<file path="src/rtl/tmr_pkg.sv">
package tmr_pkg;
  localparam int MAX_CH = 3;
  localparam int WIN_BYTES = 12;
  localparam int OFF_OUT = 0;
  localparam int OFF_START = 4;
  localparam int FLAG_BIT = 0;
  localparam int IE_BIT = 1;

  typedef enum logic [1:0] {
    REG_RELOAD = 2'd0,
    REG_COUNT  = 2'd1,
    REG_CTRL   = 2'd2,
    REG_NONE   = 2'd3
  } chReg_e;

  typedef struct packed {
    logic wrReload;
    logic wrCount;
    logic wrCtrl;
    logic run;
  } chStrobe_t;

  function automatic int chBase(input int n);
    return 8 + WIN_BYTES * n;
  endfunction
endpackage

</file>
<file path="src/rtl/tmr_ctrl.sv">
module tmr_ctrl
  import tmr_pkg::*;
#(
  parameter int DATA_W = 32,
  parameter int ADDR_W = 8,
  parameter int NUM_CH = 3
) (
  input  logic                           clk,
  input  logic                           rstN,
  input  logic [ADDR_W-1:0]              busAddr,
  input  logic                           busWr,
  input  logic                           busRd,
  input  logic [DATA_W-1:0]              busWdata,
  input  logic [NUM_CH-1:0][DATA_W-1:0]  chRdata,
  output logic [DATA_W-1:0]              busRdata,
  output logic                           busErr,
  output logic                           outCtl,
  output chReg_e                         regSel,
  output chStrobe_t [NUM_CH-1:0]         strobe
);
  localparam logic [MAX_CH-1:0] PRESENT = MAX_CH'((1 << NUM_CH) - 1);

  logic [NUM_CH-1:0] startQ;
  logic              outQ;
  logic              errQ;
  logic [1:0]        selCh;
  logic              inWin;
  logic [ADDR_W-1:0] relAddr;
  logic              aligned, chHit, outHit, startHit, badStart, badAcc;

  // decode: the highest base not above the address owns it
  always_comb begin
    selCh   = '0;
    inWin   = 1'b0;
    relAddr = '0;
    for (int n = 0; n < MAX_CH; n++) begin
      if (busAddr >= ADDR_W'(chBase(n))) begin
        selCh   = 2'(n);
        inWin   = 1'b1;
        relAddr = busAddr - ADDR_W'(chBase(n));
      end
    end
    aligned  = (busAddr[1:0] == 2'b00);
    chHit    = inWin && aligned && (int'(selCh) < NUM_CH) &&
               (relAddr < ADDR_W'(WIN_BYTES));
    outHit   = (busAddr == ADDR_W'(OFF_OUT));
    startHit = (busAddr == ADDR_W'(OFF_START));
    regSel   = chHit ? chReg_e'(relAddr[3:2]) : REG_NONE;
    badStart = busWr && startHit && |(busWdata[MAX_CH-1:0] & ~PRESENT);
    badAcc   = (busWr || busRd) && ((!chHit && !outHit && !startHit) || badStart);
  end

  generate
    for (genvar n = 0; n < NUM_CH; n++) begin : g_strobe
      logic mine;
      assign mine = busWr && chHit && (selCh == 2'(n));
      assign strobe[n].wrReload = mine && (regSel == REG_RELOAD);
      assign strobe[n].wrCount  = mine && (regSel == REG_COUNT);
      assign strobe[n].wrCtrl   = mine && (regSel == REG_CTRL);
      assign strobe[n].run      = startQ[n];
    end
  endgenerate

  always_comb begin
    busRdata = '0;
    if (busRd) begin
      if (outHit) busRdata = DATA_W'(outQ);
      else if (startHit) busRdata = DATA_W'(startQ);
      else if (chHit) begin
        for (int n = 0; n < NUM_CH; n++)
          if (selCh == 2'(n)) busRdata = chRdata[n];
      end
    end
  end

  always_ff @(posedge clk or negedge rstN) begin
    if (!rstN) begin
      startQ <= '0;
      outQ   <= 1'b0;
      errQ   <= 1'b0;
    end else begin
      errQ <= badAcc;
      if (busWr && outHit) outQ <= busWdata[0];
      if (busWr && startHit) startQ <= busWdata[NUM_CH-1:0];
    end
  end

  assign busErr = errQ;
  assign outCtl = outQ;
endmodule

</file>
<file path="src/rtl/tmr_channel.sv">
module tmr_channel
  import tmr_pkg::*;
#(
  parameter int DATA_W = 32
) (
  input  logic              clk,
  input  logic              rstN,
  input  chStrobe_t         strobe,
  input  chReg_e            regSel,
  input  logic [DATA_W-1:0] wdata,
  output logic [DATA_W-1:0] rdata,
  output logic [DATA_W-1:0] count,
  output logic [DATA_W-1:0] reload,
  output logic              irq
);
  logic [DATA_W-1:0] countQ, reloadQ;
  logic              flagQ, ieQ, underflow;

  assign underflow = strobe.run && !strobe.wrCount && (countQ == '0);

  always_ff @(posedge clk or negedge rstN) begin
    if (!rstN) begin
      countQ  <= '1;
      reloadQ <= '1;
      flagQ   <= 1'b0;
      ieQ     <= 1'b0;
    end else begin
      if (strobe.wrReload) reloadQ <= wdata;
      if (strobe.wrCount) countQ <= wdata;
      else if (underflow) countQ <= reloadQ;
      else if (strobe.run) countQ <= countQ - 1'b1;
      if (strobe.wrCtrl) ieQ <= wdata[IE_BIT];
      if (underflow) flagQ <= 1'b1;
      else if (strobe.wrCtrl && !wdata[FLAG_BIT]) flagQ <= 1'b0;
    end
  end

  always_comb begin
    rdata = '0;
    case (regSel)
      REG_RELOAD: rdata = reloadQ;
      REG_COUNT:  rdata = countQ;
      REG_CTRL: begin
        rdata[FLAG_BIT] = flagQ;
        rdata[IE_BIT]   = ieQ;
      end
      default: rdata = '0;
    endcase
  end

  assign count  = countQ;
  assign reload = reloadQ;
  assign irq    = flagQ && ieQ;
endmodule

</file>
<file path="src/rtl/tmr_unit.sv">
module tmr_unit
  import tmr_pkg::*;
#(
  parameter int DATA_W  = 32,
  parameter int ADDR_W  = 8,
  parameter bit HAS_CH2 = 1'b1
) (
  input  logic              clk,
  input  logic              rstN,
  input  logic [ADDR_W-1:0] busAddr,
  input  logic              busWr,
  input  logic              busRd,
  input  logic [DATA_W-1:0] busWdata,
  output logic [DATA_W-1:0] busRdata,
  output logic              busErr,
  output logic              outCtl,
  output logic [2:0]        irq
);
  localparam int NUM_CH = HAS_CH2 ? MAX_CH : MAX_CH - 1;

  chStrobe_t [NUM_CH-1:0]         strobe;
  chReg_e                         regSel;
  logic [NUM_CH-1:0][DATA_W-1:0]  chRdata;
  logic [NUM_CH-1:0][DATA_W-1:0]  chCount;
  logic [NUM_CH-1:0][DATA_W-1:0]  chReload;
  logic [NUM_CH-1:0]              chRun;

  tmr_ctrl #(.DATA_W(DATA_W), .ADDR_W(ADDR_W), .NUM_CH(NUM_CH)) u_ctrl (
    .clk(clk), .rstN(rstN), .busAddr(busAddr), .busWr(busWr), .busRd(busRd),
    .busWdata(busWdata), .chRdata(chRdata), .busRdata(busRdata),
    .busErr(busErr), .outCtl(outCtl), .regSel(regSel), .strobe(strobe)
  );

  generate
    for (genvar n = 0; n < NUM_CH; n++) begin : g_ch
      tmr_channel #(.DATA_W(DATA_W)) u_ch (
        .clk(clk), .rstN(rstN), .strobe(strobe[n]), .regSel(regSel),
        .wdata(busWdata), .rdata(chRdata[n]), .count(chCount[n]),
        .reload(chReload[n]), .irq(irq[n])
      );
      assign chRun[n] = strobe[n].run;
    end
    if (NUM_CH < MAX_CH) begin : g_noCh2
      assign irq[MAX_CH-1] = 1'b0;
    end
  endgenerate
endmodule

</file>
<file path="config.mk">
export PLATFORM = sky130hd
export DESIGN_NAME = tmr_unit
export DESIGN_NICKNAME = d
export VERILOG_FILES = /design/src/rtl/tmr_pkg.sv /design/src/rtl/tmr_ctrl.sv /design/src/rtl/tmr_channel.sv /design/src/rtl/tmr_unit.sv
export SDC_FILE = /design/constraint.sdc
export NUM_CORES = 1
export LEC_CHECK = 0
export CORE_MARGIN = 1
export CORE_UTILIZATION = 64
export DETAILED_ROUTE_END_ITERATION = 10
export PLACE_DENSITY = 0.95
export SLEW_MARGIN = 20
export SYNTH_ARGS = -nofsm -noshare
export SYNTH_HDL_FRONTEND = slang
export SYNTH_SLANG_ARGS = --single-unit
</file>
<file path="constraint.sdc">
create_clock -name clk -period 6.7 [get_ports clk]
set_clock_uncertainty 0.2 [all_clocks]
set_input_delay 1.34 -clock clk [delete_from_list [all_inputs] [get_ports clk]]
set_output_delay 1.34 -clock clk [all_outputs]
set_load 0.005 [all_outputs]
</file>
==> flow_metrics.tcl <==
set metrics [dict create \
    run_status "finished clean" \
    internal-power_mw 2.39 \
    clock_tree.root_cell "clkbuf_16" \
    async_reset_ff_share_pct 100 \
    setup_repair_after_global_routing_missed_its_margin "no" \
    timing.critical_path.from_type "primary input" \
    fraction_of_layout_cells_with_a_size_suffix_above_1_pct 27.4 \
    critical_path_required_ps 5160 \
    power_density_nw_per_um2 220 \
    total_leakage_power_nw 5.89 \
    fin_crit_sh_pct 99.4 \
    grt_util_all_layers_pct 42.4 \
    instances_no_fill 1823 \
    setup.worst_path.class "primary input to output port" \
    hold_slack_ps 324 \
    synth.lib_cells_used.distinct 80 \
    routabilityCongestion 1.05 \
    drt_iter0_markers 2025 \
    clock_tree_sinks 203 \
    comb_power_share_pct 14.4 \
    timing.final.hold_violations 0 \
    postSynthAreaPerCell_um2 9.04 \
    finalSetupViolations 0 \
    drt-pass1-iter-count 9 \
    pre_cts_ws_ps -30.6 \
    number_of_global_route_vias_before_repair 12610 \
    die_x_um 147 \
    detail_route.drc_violations 0 \
    clock.fmax_mhz 150 \
    core_area_um2 20400 \
    count_of_mapped_cells_out_of_synthesis 1479 \
    synthesis.nets 1535 \
    cts_made_buffers 23 \
    ir_drop_mv 0.257 \
    timing.slew.headroom_pct 31.4 \
    cts_hold_repair.buffers 0 \
    port_buffers 80 \
    placementRows 52 \
    sequentialPowerShare_pct 45.2 \
    crit_path_end_kind "output port" \
    synth_seq_cells 203 \
    initial_core_util_pct 65.6 \
    drt-vias-per-instance 7.39 \
    areaGrowthSynthToFinish_pct 15.5 \
    via_count 13463 \
    die_height_um 147 \
    boundaryPins 81 \
    num-nets-final 1591 \
    synth_flop_type "dfstp_2" \
    floorplan.die_area_um2 21500 \
    timing.max_cap.violations 0 \
    num-fill-cells 1300 \
    tritoncts "done" \
    synthesis.yosys.warnings 0 \
    routedWlPerCell_um 25.7 \
    clkPwrFrac_pct 40.4 \
    place_inst 1772 \
    drt_wl_total_um 46800 \
    seq_area_frac_synth_pct 39.8 \
    timing_worst_slew_pin_value_ps 1030 \
    total_power_mw 3.39 \
    synthesis.area_um2 13400 \
    ant_nets 0 \
    final-max-slew-violation-count 0 \
    clk_latency_ps 540 \
    ctsLongestPathBuffers 3 \
    final.min_clock_period_ps 6660 \
    synth_edf_count 0 \
    cts_max_level 1 \
    grt_first_pass_wirelength_um 71200 \
    worst_setup_hold_path_clk_slew_ps 60 \
    hp-class "flop to flop" \
    maximum_number_of_pins_on_one_net_before_global_route_repair 73 \
    globalRouteOverflowTotal 0 \
    dp_hpwl_um 31100 \
    crit_fanout 6 \
    fraction_of_power_spent_switching_nets_pct 29.4 \
    switchingPower_mw 0.996 \
    setup-tns-final_ps 0 \
    fin_ws_ps 37.7 \
    arrival_time_at_the_worst_endpoint_ps 5120 \
    number_of_antenna_violations_at_the_first_check_in_global_routing 1 \
]
==> cells in the final DEF, fill, tap and decap left out, types with 13 or more instances in the layout <==
cell type / instances
a21oi_1: 104
mux2_2: 70
o21ai_0: 120
a211oi_1: 30
mux2i_1: 17
inv_1: 44
nor4_1: 27
nor2_1: 123
clkdlybuf4s50_1: 76
or4_1: 13
mux2_4: 30
a31oi_1: 19
dfstp_2: 192
nand2_1: 134
a21o_1: 31
clkbuf_16: 26
nand2b_1: 17
buf_4: 52
nand3_1: 43
nor3_1: 60
a221oi_1: 54
or3_1: 15
==> cells by family (layout without fill, tap and decap cells) <==
group,count (synthesis),in the layout,synth area share (%)
and+or+nand+nor,516,516,19.4
AOI/OAI and AO/OA,456,456,22.2
DFF,203,203,39.8
buffers and inverters,155,228,5.51
muxes,120,120,10.8
xor gates and xnor gates,17,17,1.11
adders and majority gates,12,12,1.12
other,0,1,0
==> path summary, 6_finish.rpt <==
check	start	endpoint	slack (ps)	depth (start not counted)
setup / recovery	busAddr[3]	busRdata[2]	40	14
max in group asynchronous	rstN	u_ctrl.startQ[1]$_DFFE_PN0P_	4400	2
min in group asynchronous	rstN	g_ch[0].u_ch.count[29]$_DFFE_PN1P_	970	1
hold reg to reg	g_ch[0].u_ch.count[14]$_DFFE_PN1P_	g_ch[0].u_ch.count[14]$_DFFE_PN1P_	320	2
setup reg to reg	g_ch[2].u_ch.count[0]$_DFFE_PN1P_	g_ch[2].u_ch.count[19]$_DFFE_PN1P_	2840	9
hold / removal	g_ch[0].u_ch.count[14]$_DFFE_PN1P_	g_ch[0].u_ch.count[14]$_DFFE_PN1P_	320	2
==> Yosys cell counts (12+ instances only) <==
library cell,count,area share [%]
a211oi_1,30,1.7
a21o_1,31,1.7
a21oi_1,104,3.9
a221oi_1,54,3.5
a31oi_1,19,0.89
buf_2,33,1.2
buf_6,12,1.0
clkbuf_1,57,1.6
dfstp_2,192,38
ha_1,12,1.1
inv_1,45,1.3
mux2_2,70,5.9
mux2_4,30,3.4
mux2i_1,17,1.3
nand2_1,134,3.8
nand2b_1,17,0.80
nand3_1,43,1.6
nor2_1,124,3.5
nor3_1,62,2.3
nor4_1,29,1.4
o21ai_0,122,4.6
o31ai_1,12,0.67
or3_1,15,0.70
or4_1,13,0.73
==> worst max-delay path: stages <==
cell             delay [ps]
clkdlybuf4s50_1         490
inv_2                    80
ha_1                    240
and3b_1                 260
a21oi_4                 210
o211ai_1                140
buf_4                   160
a211oi_1                340
buf_4                   210
nand2_1                 160
a31oi_1                 370
nand2_1                 160
o32ai_1                 360
clkdlybuf4s50_1         570
==> layout make-up <==
| cell class | instances | area (µm²) | share of cell area (%) |
|---|---|---|---|
| antenna | 1 | 2.50 | 0.0162 |
| clock buffer | 29 | 648 | 4.20 |
| clock inverter | 13 | 161 | 1.05 |
| inverter | 45 | 169 | 1.09 |
| multi-input combinational | 1121 | 7400 | 47.9 |
| sequential | 203 | 5320 | 34.5 |
| tap | 270 | 338 | 2.19 |
| timing repair buffer | 141 | 1400 | 9.05 |
==> power groups by stage <==
stage	Sequential [mW]	Clock [mW]	Combinational, mW
2_1_floorplan	1.48	0	0.297
3_3_place_gp	1.53	0	0.430
3_5_place_dp	1.53	0	0.459
4_1_cts	1.52	1.36	0.467
5_1_grt	1.54	1.41	0.523
6_report	1.53	1.37	0.487
==> through the flow <==
stage                     instance area [µm²]  util [%]
after floorplan                         13400         -
after global placement                  14400      70.8
after detailed placement                14400      70.8
after CTS                               15200      74.8
after global routing                    15400      75.8
final                                   15400      75.8
==> sequential cells by signal, indices dropped and copies added, names as in the netlist <==
signal and count:
g_ch.u_ch.ieQ 3, g_ch.u_ch.flagQ 3, u_ctrl.startQ 3, g_ch.u_ch.count 96, g_ch.u_ch.reload 96, u_ctrl.busErr 1, u_ctrl.outCtl 1
==> routing by layer <==
layer / GRT usage, % / up-vias / share of wire, %
li1: - / 5631 / -
met1: 58.6 / 6356 / 36
met2: 61.3 / 1173 / 42
met3: 12.0 / 303 / 16
met4: 19.9 / 0 / 6.4
met5: 0 / - / 0
==> what timing repair did <==
item	in CTS	in global routing
pin swaps	0	7
setup buffers	0	3
cloned	0	3
gates resized for setup	1	14
endpoints found under the setup margin	1	25
Note: power is estimated with default switching activity, not from simulation.
